$ cat config.mk
export PLATFORM = sky130hd
export DESIGN_NAME = boot_gate_seq
export DESIGN_NICKNAME = d
export VERILOG_FILES = /design/src/rtl/boot_gate_pkg.sv /design/src/rtl/boot_gate_spi.sv /design/src/rtl/boot_gate_imgmux.sv /design/src/rtl/boot_gate_fsm.sv /design/src/rtl/boot_gate_seq.sv
export SDC_FILE = /design/constraint.sdc
export NUM_CORES = 1
export LEC_CHECK = 0
export ABC_AREA = 0
export BUFFER_PORTS_ARGS = -buffer_cell sky130_fd_sc_hd__buf_2
export CORE_UTILIZATION = 50
export CTS_BUF_LIST = sky130_fd_sc_hd__clkbuf_8 sky130_fd_sc_hd__clkbuf_16
export DETAILED_ROUTE_END_ITERATION = 10
export GPL_ROUTABILITY_DRIVEN = 0
export HOLD_SLACK_MARGIN = 0.02
export PLACE_DENSITY = 0.72
export SETUP_SLACK_MARGIN = 0.1
export SYNTH_ARGS = -nofsm -noshare
export SYNTH_HDL_FRONTEND = slang
export SYNTH_HIERARCHICAL = 1
export SYNTH_SLANG_ARGS = --single-unit
$ cat constraint.sdc
create_clock -name clk -period 4.5 [get_ports clk]
set_input_delay 1.125 -clock clk [delete_from_list [all_inputs] [get_ports clk]]
set_output_delay 1.125 -clock clk [all_outputs]
set_load 0.02 [all_outputs]
$ cat src/rtl/boot_gate_pkg.sv
package boot_gate_pkg;

    typedef enum logic [2:0] {
        ST_RESET_HOLD,
        ST_SELFTEST,
        ST_SERVE,
        ST_AWAIT_DIGEST,
        ST_COMPARE,
        ST_TRUSTED,
        ST_ABORT
    } gate_state_e;

    typedef enum logic [2:0] {
        PH_CMD,
        PH_ADDR_HI,
        PH_ADDR_LO,
        PH_READ,
        PH_DIGEST,
        PH_SKIP
    } spi_phase_e;

    localparam logic [7:0] CMD_READ   = 8'h03;
    localparam logic [7:0] CMD_DIGEST = 8'h02;

endpackage

$ cat src/rtl/boot_gate_spi.sv
module boot_gate_spi
    import boot_gate_pkg::*;
(
    input  logic        clk,
    input  logic        rst_n,
    input  logic        sclk,
    input  logic        cs_n,
    input  logic        mosi,
    input  logic        serve_en,
    output logic [15:0] rd_addr,
    input  logic [7:0]  rd_byte,
    output logic        miso,
    output logic        dig_start,
    output logic        rx_vld,
    output logic [7:0]  rx_byte
);

    typedef struct packed {
        logic [2:0]  sclk_s;
        logic [1:0]  cs_s;
        logic [1:0]  mosi_s;
        logic [2:0]  bit_cnt;
        logic [7:0]  shift;
        spi_phase_e  phase;
        logic [7:0]  addr_hi;
        logic [15:0] addr;
        logic [7:0]  tx;
    } spi_regs_t;

    spi_regs_t q, d;
    logic      rise, fall;
    logic [7:0] byte_in;

    always_comb begin
        d         = q;
        dig_start = 1'b0;
        rx_vld    = 1'b0;
        rx_byte   = 8'h00;
        d.sclk_s  = {q.sclk_s[1:0], sclk};
        d.cs_s    = {q.cs_s[0], cs_n};
        d.mosi_s  = {q.mosi_s[0], mosi};
        rise      = q.sclk_s[1] & ~q.sclk_s[2];
        fall      = ~q.sclk_s[1] & q.sclk_s[2];
        byte_in   = {q.shift[6:0], q.mosi_s[1]};

        if (q.cs_s[1]) begin
            d.bit_cnt = '0;
            d.phase   = PH_CMD;
            d.tx      = 8'h00;
        end else if (rise) begin
            d.shift   = byte_in;
            d.bit_cnt = q.bit_cnt + 3'd1;
            if (q.bit_cnt == 3'd7) begin
                unique case (q.phase)
                    PH_CMD: begin
                        if (byte_in == CMD_READ) begin
                            d.phase = PH_ADDR_HI;
                        end else if (byte_in == CMD_DIGEST) begin
                            d.phase   = PH_DIGEST;
                            dig_start = 1'b1;
                        end else begin
                            d.phase = PH_SKIP;
                        end
                    end
                    PH_ADDR_HI: begin
                        d.addr_hi = byte_in;
                        d.phase   = PH_ADDR_LO;
                    end
                    PH_ADDR_LO: begin
                        d.addr  = {q.addr_hi, byte_in};
                        d.phase = PH_READ;
                    end
                    PH_READ:   d.addr = q.addr + 16'd1;
                    PH_DIGEST: begin
                        rx_vld  = 1'b1;
                        rx_byte = byte_in;
                    end
                    default: ;
                endcase
            end
        end else if (fall) begin
            if (q.bit_cnt == 3'd0) begin
                d.tx = (q.phase == PH_READ) ? rd_byte : 8'h00;
            end else begin
                d.tx = {q.tx[6:0], 1'b0};
            end
        end

        rd_addr = q.addr;
        miso    = serve_en & q.tx[7];
    end

    always_ff @(posedge clk or negedge rst_n) begin
        if (!rst_n) begin
            q         <= '0;
            q.cs_s    <= 2'b11;
            q.phase   <= PH_CMD;
        end else begin
            q <= d;
        end
    end

endmodule

$ cat src/rtl/boot_gate_imgmux.sv
module boot_gate_imgmux #(
    parameter int          NONCE_BYTES = 2,
    parameter logic [15:0] NONCE_ADDR  = 16'h0010,
    localparam int         NONCE_W     = NONCE_BYTES * 8
) (
    input  logic [15:0]        rd_addr,
    input  logic [7:0]         img_data,
    input  logic [NONCE_W-1:0] nonce,
    output logic [7:0]         rd_byte
);

    logic [16:0] offset;

    always_comb begin
        offset  = {1'b0, rd_addr} - {1'b0, NONCE_ADDR};
        rd_byte = img_data;
        for (int i = 0; i < NONCE_BYTES; i++) begin
            if (rd_addr >= NONCE_ADDR && offset == 17'(i)) begin
                rd_byte = nonce[(NONCE_BYTES-1-i)*8 +: 8];
            end
        end
    end

endmodule

$ cat src/rtl/boot_gate_fsm.sv
module boot_gate_fsm
    import boot_gate_pkg::*;
#(
    parameter int  NONCE_BYTES = 2,
    parameter int  DIG_BYTES   = 4,
    parameter int  TIMEOUT     = 4000,
    localparam int NONCE_W     = NONCE_BYTES * 8,
    localparam int DIG_W       = DIG_BYTES * 8,
    localparam int TMO_W       = $clog2(TIMEOUT + 1),
    localparam int CNT_W       = $clog2(DIG_BYTES + 1)
) (
    input  logic               clk,
    input  logic               rst_n,
    input  logic               selftest_done,
    input  logic               selftest_pass,
    input  logic               tamper,
    input  logic               dig_start,
    input  logic               rx_vld,
    input  logic [7:0]         rx_byte,
    input  logic [NONCE_W-1:0] rng_value,
    input  logic [DIG_W-1:0]   exp_digest,
    output logic [NONCE_W-1:0] nonce,
    output logic               serve_en,
    output logic               selftest_go,
    output logic               tgt_rst_n,
    output logic               boot_ok,
    output logic               boot_abort
);

    typedef struct packed {
        gate_state_e        state;
        logic [NONCE_W-1:0] nonce;
        logic [DIG_W-1:0]   dig;
        logic [CNT_W-1:0]   dig_cnt;
        logic [TMO_W-1:0]   tmo;
    } fsm_regs_t;

    fsm_regs_t q, d;

    always_comb begin
        d = q;
        unique case (q.state)
            ST_RESET_HOLD: d.state = ST_SELFTEST;
            ST_SELFTEST: begin
                if (selftest_done) begin
                    if (selftest_pass) begin
                        d.state = ST_SERVE;
                        d.nonce = rng_value;
                    end else begin
                        d.state = ST_ABORT;
                    end
                end
            end
            ST_SERVE: begin
                if (dig_start) begin
                    d.state   = ST_AWAIT_DIGEST;
                    d.dig_cnt = '0;
                    d.tmo     = '0;
                end
            end
            ST_AWAIT_DIGEST: begin
                d.tmo = q.tmo + 1'b1;
                if (dig_start) begin
                    d.dig_cnt = '0;
                end else if (rx_vld) begin
                    d.dig     = {q.dig[DIG_W-9:0], rx_byte};
                    d.dig_cnt = q.dig_cnt + 1'b1;
                    if (q.dig_cnt == CNT_W'(DIG_BYTES - 1)) begin
                        d.state = ST_COMPARE;
                    end
                end
                if (q.tmo == TMO_W'(TIMEOUT - 1) && d.state != ST_COMPARE) begin
                    d.state = ST_ABORT;
                end
            end
            ST_COMPARE: d.state = (q.dig == exp_digest) ? ST_TRUSTED : ST_ABORT;
            ST_TRUSTED: ;
            default:    d.state = ST_ABORT;
        endcase
        if (tamper) begin
            d.state = ST_ABORT;
        end
    end

    always_ff @(posedge clk or negedge rst_n) begin
        if (!rst_n) begin
            q       <= '0;
            q.state <= ST_RESET_HOLD;
        end else begin
            q <= d;
        end
    end

    assign nonce       = q.nonce;
    assign serve_en    = (q.state == ST_SERVE);
    assign selftest_go = (q.state == ST_SELFTEST);
    assign tgt_rst_n   = (q.state == ST_SERVE) || (q.state == ST_AWAIT_DIGEST) ||
                         (q.state == ST_COMPARE) || (q.state == ST_TRUSTED);
    assign boot_ok     = (q.state == ST_TRUSTED);
    assign boot_abort  = (q.state == ST_ABORT);

endmodule

$ cat src/rtl/boot_gate_seq.sv
module boot_gate_seq
    import boot_gate_pkg::*;
#(
    parameter int          NONCE_BYTES = 2,
    parameter int          DIG_BYTES   = 4,
    parameter int          TIMEOUT     = 4000,
    parameter logic [15:0] NONCE_ADDR  = 16'h0010,
    localparam int         NONCE_W     = NONCE_BYTES * 8,
    localparam int         DIG_W       = DIG_BYTES * 8
) (
    input  logic               clk,
    input  logic               rst_n,
    output logic               selftest_go,
    input  logic               selftest_done,
    input  logic               selftest_pass,
    input  logic               tamper,
    output logic               tgt_rst_n,
    input  logic               spi_sclk,
    input  logic               spi_cs_n,
    input  logic               spi_mosi,
    output logic               spi_miso,
    output logic [15:0]        img_addr,
    input  logic [7:0]         img_data,
    input  logic [NONCE_W-1:0] rng_value,
    output logic [NONCE_W-1:0] nonce_out,
    input  logic [DIG_W-1:0]   exp_digest,
    output logic               boot_ok,
    output logic               boot_abort
);

    logic        serve_en;
    logic        dig_start;
    logic        rx_vld;
    logic [7:0]  rx_byte;
    logic [15:0] rd_addr;
    logic [7:0]  rd_byte;

    boot_gate_spi spi_i (
        .clk       (clk),
        .rst_n     (rst_n),
        .sclk      (spi_sclk),
        .cs_n      (spi_cs_n),
        .mosi      (spi_mosi),
        .serve_en  (serve_en),
        .rd_addr   (rd_addr),
        .rd_byte   (rd_byte),
        .miso      (spi_miso),
        .dig_start (dig_start),
        .rx_vld    (rx_vld),
        .rx_byte   (rx_byte)
    );

    boot_gate_imgmux #(
        .NONCE_BYTES (NONCE_BYTES),
        .NONCE_ADDR  (NONCE_ADDR)
    ) mux_i (
        .rd_addr  (rd_addr),
        .img_data (img_data),
        .nonce    (nonce_out),
        .rd_byte  (rd_byte)
    );

    boot_gate_fsm #(
        .NONCE_BYTES (NONCE_BYTES),
        .DIG_BYTES   (DIG_BYTES),
        .TIMEOUT     (TIMEOUT)
    ) fsm_i (
        .clk           (clk),
        .rst_n         (rst_n),
        .selftest_done (selftest_done),
        .selftest_pass (selftest_pass),
        .tamper        (tamper),
        .dig_start     (dig_start),
        .rx_vld        (rx_vld),
        .rx_byte       (rx_byte),
        .rng_value     (rng_value),
        .exp_digest    (exp_digest),
        .nonce         (nonce_out),
        .serve_en      (serve_en),
        .selftest_go   (selftest_go),
        .tgt_rst_n     (tgt_rst_n),
        .boot_ok       (boot_ok),
        .boot_abort    (boot_abort)
    );

    assign img_addr = rd_addr;

endmodule

==> impl_metrics.env, run 1 <==
export IMPL_status="completed"
export IMPL_synthCells=577
export IMPL_post_cts_resized=0
export IMPL_p_int_uw=2126
export IMPL_antennaDiodeCount=0
export IMPL_clk_latency_ps=410
export IMPL_cts_buffers=17
export IMPL_ys_flop_type="dfrtp_1"
export IMPL_track_usage=0.2240
export IMPL_drt_iter0_drc=261
export IMPL_setup_tns_ps=0
export IMPL_final_max_slew_viol_count=0
export IMPL_io_buffer_count=100
export IMPL_maxCapViolCount=0
export IMPL_root_buffer="clkbuf_16"
export IMPL_netlist_area_sq_um=6341
export IMPL_rows=40
export IMPL_wirelength_mm=13.79
export IMPL_core_sq_um=12160
export IMPL_layout_drive_gt1_share=0.3557
export IMPL_ys_ff_latch=118
export IMPL_crit_required_ps=3380
export IMPL_synth_edff_count=0
export IMPL_dieArea_sq_um=13140
export IMPL_fin_skew_ps=6.674
export IMPL_crit_slowest_cell="dfrtp_1"
export IMPL_die_h_um=114.6
export IMPL_start_util=0.5214
export IMPL_ys_async_sr_fraction=1.000
export IMPL_min_path_type="reg2reg"
export IMPL_regArea_sq_um=2955
export IMPL_yosysSeqAreaShare=0.4661
export IMPL_syn_nets=648
export IMPL_multiInputGateArea_sq_um=2988
export IMPL_whs_path_depth=0
export IMPL_postCtsSetupBuffers=0
export IMPL_critPathLaunchType="register"
export IMPL_cp_arrival_ps=1690
export IMPL_yosysWarnings=6
export IMPL_leakage_uw=0.003396
export IMPL_min_period_ps=2815
export IMPL_yosysUniqueCellTypes=69
export IMPL_grt_pass1_vias=4582
export IMPL_clk_path_buf_depth=2
export IMPL_die_w_um=114.6
export IMPL_rsz0062_at_grt="no"
export IMPL_cts_hold_buffers=0
export IMPL_n_fill_cell=985
export IMPL_htreeDepth=4
export IMPL_grt_pass1_wl_mm=22.56
export IMPL_ant_nets=0
export IMPL_dp_hpwl_mm=9.692
export IMPL_layout_area_overhead_vs_synth_pct=15.61
export IMPL_slew_headroom=0.3790
export IMPL_worst_setup_path_type="reg2out"
export IMPL_grt_ovfl_total=0
export IMPL_routed_via_count=4660
export IMPL_cts_sink_count=118
export IMPL_powerDensity_nw_per_um2=372.2
export IMPL_max_freq_mhz=355.2
export IMPL_fin_crit_sh=0.6256
export IMPL_vdd_drop_max_mv=0.3110
export IMPL_endpoint_kind="primary output"
export IMPL_firstDrtPassIters=5
export IMPL_antenna_found_initial=0
export IMPL_p_seq_frac=0.422
export IMPL_final_nets=713
export IMPL_worstPathMaxFanout=13
export IMPL_worstMarginPinSlew_ps=929.7
export IMPL_syn_area_per_cell_sq_um=10.99
export IMPL_cts_tree="built"
export IMPL_drc=0
export IMPL_p_comb_frac=0.055
export IMPL_critical_path_max_stage_delay_ps=560
export IMPL_crit_chain="nand2b_1, nor2_1, and2_1, buf_2"
export IMPL_power_frac_clock=0.523
export IMPL_routedWlPerCell_um=16.75
export IMPL_stdcell_count=823
export IMPL_hold_violations=0
export IMPL_finalSetupViolCount=0
export IMPL_io_pins=101
export IMPL_clkTransAtPathRegs_ps=50
export IMPL_dp_cells=791
export IMPL_p_switching_uw=602.6
export IMPL_reg2reg_depth=7
export IMPL_routed_via_density=5.662
export IMPL_grt_start_max_net_pins=54
export IMPL_sw_frac_of_total=0.2209
## final timing paths
path	slack, ps	end	start
worst min register to register	350	spi_i/byte_in[0]	spi_i/d[47]
worst max-delay path	1680	spi_miso	fsm_i/q[64]
min in group asynchronous	740	fsm_i/q[2]	rst_n
worst min-delay path	350	spi_i/byte_in[0]	spi_i/d[47]
max in group asynchronous	2820	fsm_i/q[21]	rst_n
worst max register to register	1750	fsm_i/q[63]	spi_i/byte_in[2]
## stage by stage
stage | power (uW) | worst slack (ps) | utilization | cell area (sq um) | hold slack [ps]
floorplan | 1232 | 2147 | - | 6341 | 331.2
global placement | 1311 | 1940 | 0.5507 | 6698 | 335.6
detailed placement | 1321 | 1810 | 0.5507 | 6698 | 344.3
CTS | 2755 | 1686 | 0.6028 | 7331 | 354.5
global route | 2833 | 1566 | 0.6028 | 7331 | 358.3
finish | 2728 | 1685 | 0.6028 | 7331 | 352.6
## area by class of cell
| class | count | area share |
|---|---|---|
| multi-input cells | 397 | 0.4076 |
| well taps | 168 | 0.02867 |
| inverters | 5 | 0.002560 |
| clock inverters | 13 | 0.02458 |
| clock buffers | 19 | 0.06179 |
| repair buffers | 103 | 0.07168 |
| flip-flops and latches | 118 | 0.4031 |
## Yosys cell counts (2+ instances only)
cell type | number | area share
buf_2 | 9 | 0.0071
a21oi_1 | 20 | 0.016
and2_1 | 11 | 0.011
o22a_1 | 2 | 0.0028
clkbuf_1 | 7 | 0.0041
nand4_1 | 14 | 0.014
nor2b_1 | 5 | 0.0049
a31oi_1 | 9 | 0.0089
mux2_1 | 3 | 0.0053
a2bb2oi_1 | 3 | 0.0041
mux2i_1 | 4 | 0.0063
nand2_1 | 38 | 0.022
nor3b_2 | 3 | 0.0059
nand3_1 | 15 | 0.012
a211oi_1 | 4 | 0.0047
or2_2 | 2 | 0.0020
inv_1 | 5 | 0.0030
ha_1 | 7 | 0.014
buf_4 | 38 | 0.045
o21ai_0 | 29 | 0.023
nor3_1 | 13 | 0.010
a21o_1 | 2 | 0.0024
a311oi_1 | 9 | 0.012
nand3b_1 | 2 | 0.0024
and3_4 | 2 | 0.0036
mux2_2 | 76 | 0.13
xnor2_1 | 33 | 0.046
nor4_1 | 2 | 0.0020
nor4_4 | 2 | 0.0067
dfrtp_1 | 116 | 0.46
nand2b_1 | 6 | 0.0059
o31ai_1 | 2 | 0.0024
or4_1 | 3 | 0.0036
and3_1 | 11 | 0.011
nor2_1 | 33 | 0.020
dfstp_2 | 2 | 0.0083
o22ai_1 | 3 | 0.0030
## flip-flops by register name (all words and copies together) (netlist names)
| register | count |
|---|---|
| fsm_i/q | 50 |
| spi_i/q | 24 |
| fsm_i/nonce | 16 |
| spi_i/rd_addr | 16 |
| spi_i/byte_in | 8 |
| spi_i/d | 4 |
## worst max-delay path, delay by kind of cell, from the launching register on
| family | cells | cell delay (ps) |
|---|---|---|
| buffers and inverters | 1 | 170 |
| flip-flops | 1 | 560 |
| AND/OR/NAND/NOR | 3 | 550 |
## logic make-up after synthesis
logic type / count (synthesis) / share of synthesized area
and+or+nand+nor: 179 / 0.1667
DFF: 118 / 0.4661
AOI/OAI and AO/OA: 94 / 0.09610
muxes: 83 / 0.1466
buffers and inverters: 62 / 0.06373
xor gates and xnor gates: 34 / 0.04696
adders and majority gates: 7 / 0.01381
## routing by layer
layer / vias to the layer above / track usage / share of wire
met5: - / 0 / 0
met1: 2307 / 0.2840 / 0.43
met4: 0 / 0.08139 / 0.017
met3: 23 / 0.05135 / 0.056
met2: 142 / 0.3754 / 0.50
li1: 2188 / - / -
## layout by cell type (no fill, tap or decap), types with 4 or more instances in the layout
master	n
buf_4	4
a211oi_1	4
a21oi_1	20
buf_2	99
a31oi_1	9
nor2_1	33
and2_1	11
nand2_1	38
nor3_1	13
dfrtp_1	116
nand3_1	15
nor2b_1	5
o21ai_0	29
xnor2_1	33
mux2_2	76
clkinvlp_4	5
a311oi_1	9
nand4_1	14
ha_1	7
nand2b_1	6
clkbuf_16	17
and3_1	11
inv_1	6
mux2i_1	4
bufinv_16	4
## power groups by stage
stage	Clock (uW)	Combinational, uW	Sequential [uW]
finish	1430	151	1150
global route	1510	169	1160
CTS	1450	153	1150
detailed placement	0	152	1170
global placement	0	146	1170
floorplan	0	87.3	1150
Note: power is estimated with default switching activity, not from simulation.
==> run 2: changes to the inputs <==
==> constraint.sdc (replaced) <==
create_clock -name clk -period 2.8 [get_ports clk]
set_input_delay 0.7 -clock clk [delete_from_list [all_inputs] [get_ports clk]]
set_output_delay 0.7 -clock clk [all_outputs]
set_load 0.02 [all_outputs]
==> run 2 against run 1 <==
- core utilization is 0.21 points lower
- design area is 0.34% lower
- critical path type is now reg2reg
- combinational power is 63% higher
- sequential share of layout area is 0.14 points higher
- sequential cell count stayed put
- sequential power is 62% higher
- global-route usage is 0.74 points higher
- via count is 0.26% lower
- wire length is 1.6% higher
- first-iteration DRC count is 21% higher
- non-clock buffer count is 7 higher
==> impl_metrics.env, run 2 (synthesized netlist as in run 1, its figures left out) <==
export IMPL_slew_headroom=0.3834
export IMPL_wl_met2_mm=6.935
export IMPL_layout_drive_gt1_share=0.3565
export IMPL_status="completed"
export IMPL_n_fill_cell=1019
export IMPL_sw_frac_of_total=0.2272
export IMPL_worstMarginPinSlew_ps=923.0
export IMPL_reg2reg_depth=7
export IMPL_layout_area_overhead_vs_synth_pct=15.21
export IMPL_endpoint_kind="register"
export IMPL_clk_path_buf_depth=2
export IMPL_largest_register_ffs=50
export IMPL_wirelength_mm=14.01
export IMPL_final_max_slew_viol_count=0
export IMPL_final_cell_mix="116 x dfrtp_1, 99 x buf_2, 76 x mux2_2"
export IMPL_routedWlPerCell_um=16.88
export IMPL_firstDrtPassIters=5
export IMPL_route_top_layer_used="met4"
export IMPL_dp_hpwl_mm=9.980
export IMPL_grt_start_max_net_pins=69
export IMPL_htreeDepth=4
export IMPL_worstPathMaxFanout=32
export IMPL_cp_arrival_ps=2790
export IMPL_reg2reg_from="spi_i/byte_in[3]"
export IMPL_cts_buffers=17
export IMPL_worst_setup_path_type="reg2reg"
export IMPL_rsz0062_at_grt="no"
export IMPL_start_util=0.5214
export IMPL_leakage_uw=0.003433
export IMPL_route_met3_wl_um=625
export IMPL_layout_commonest_cell="dfrtp_1"
export IMPL_antenna_found_initial=0
export IMPL_max_freq_mhz=398.9
export IMPL_grt_ovfl_total=0
export IMPL_met1_length_mm=6.235
export IMPL_rr_endpoint="fsm_i/q[38]"
export IMPL_power_frac_clock=0.477
export IMPL_p_comb_frac=0.061
export IMPL_drt_iter0_drc=316
export IMPL_fin_skew_ps=10.17
export IMPL_root_buffer="clkbuf_16"
export IMPL_hold_violations=0
export IMPL_grt_pass1_wl_mm=23.14
export IMPL_grt_pass1_vias=4627
export IMPL_drc=0
export IMPL_fin_util=0.6007
export IMPL_min_period_ps=2507
export IMPL_io_buffer_count=100
export IMPL_die_h_um=114.6
export IMPL_routed_via_count=4648
export IMPL_p_int_uw=3111
export IMPL_clk_latency_ps=410
export IMPL_dieArea_sq_um=13140
export IMPL_final_setup_worst_slack_ps=292.8
export IMPL_routed_via_density=5.600
export IMPL_ant_nets=0
export IMPL_regMostFlops="fsm_i/q"
export IMPL_final_nets=720
export IMPL_cts_sink_count=118
export IMPL_clkTransAtPathRegs_ps=50
export IMPL_crit_required_ps=3080
export IMPL_rows=40
export IMPL_maxCapViolCount=0
export IMPL_critPathLaunchType="register"
export IMPL_p_switching_uw=914.8
export IMPL_regToRegSetupSlack_ps=290
export IMPL_core_sq_um=12160
export IMPL_min_path_type="in2async"
export IMPL_fin_crit_sh=0.8954
export IMPL_place_ws_ps=210.7
export IMPL_antennaDiodeCount=0
export IMPL_io_pins=101
export IMPL_die_w_um=114.6
export IMPL_finalSetupViolCount=0
export IMPL_setup_tns_ps=0
export IMPL_cts_tree="built"
export IMPL_hold_ws_ps=163.5
export IMPL_track_usage=0.2314
export IMPL_p_seq_frac=0.462
export IMPL_reg_top3="fsm_i/q (50), spi_i/q (24)"
export IMPL_powerDensity_nw_per_um2=551.1
export IMPL_postCtsSetupBuffers=0
export IMPL_vdd_drop_max_mv=0.4932
run 2: area by class of cell:
| type | count | area (sq um) | share of cell area |
|---|---|---|---|
| Sequential cell | 118 | 2955 | 0.4045 |
| Multi-Input combinational cell | 397 | 2994 | 0.4098 |
| Timing Repair Buffer | 110 | 590.6 | 0.08084 |
| Clock buffer | 22 | 494.2 | 0.06765 |
| Inverter | 5 | 18.77 | 0.002569 |
| Tap cell | 168 | 210.2 | 0.02877 |
| Clock inverter | 10 | 42.54 | 0.005823 |
run 2: timing repair:
item                       CTS  global route
resized for setup            0             1
setup endpoints to repair    0            38
hold endpoints to repair     0             0
hold buffers                 0             0
run 2: critical path, stage by stage, from the launching register on:
cell and delay, ps:
dfrtp_1 430, or4b_1 570, nor4b_2 320, and3_1 270, buf_4 150, nor3b_4 40
buf_4 270, mux2_2 320
run 2: worst max-delay path by stage:
stage	startpoint	endpoint	slack (ps)	depth (start not counted)
global route	spi_i/byte_in[3]	fsm_i/q[38]	140	7
detailed placement	spi_i/byte_in[3]	fsm_i/q[38]	210	7
floorplan	spi_i/byte_in[3]	fsm_i/q[63]	450	7
CTS	spi_i/byte_in[3]	fsm_i/q[38]	190	7
global placement	spi_i/byte_in[3]	fsm_i/q[32]	360	7
finish	spi_i/byte_in[3]	fsm_i/q[38]	290	7
run 2: power groups by stage:
stage               clock network [uW]  logic (uW)  registers (uW)
global placement                     0         237            1880
global route                      2040         273            1870
floorplan                            0         140            1840
finish                            1920         246            1860
detailed placement                   0         243            1890
CTS                               1970         247            1860
run 2: per-stage QoR:
stage / area, sq um / cells / power [uW]
detailed placement: 6763 / 798 / 2131
CTS: 7300 / 830 / 4075
floorplan: 6341 / 577 / 1981
global route: 7306 / 830 / 4183
finish: 7306 / 830 / 4026
global placement: 6763 / 798 / 2115
run 2: per-layer routing:
layer  global-route usage  vias to the layer above
li1                     -                     2207
met1               0.3016                     2286
met2               0.3685                      138
met3              0.05717                       17
met4              0.09870                        0
met5                    0                        -
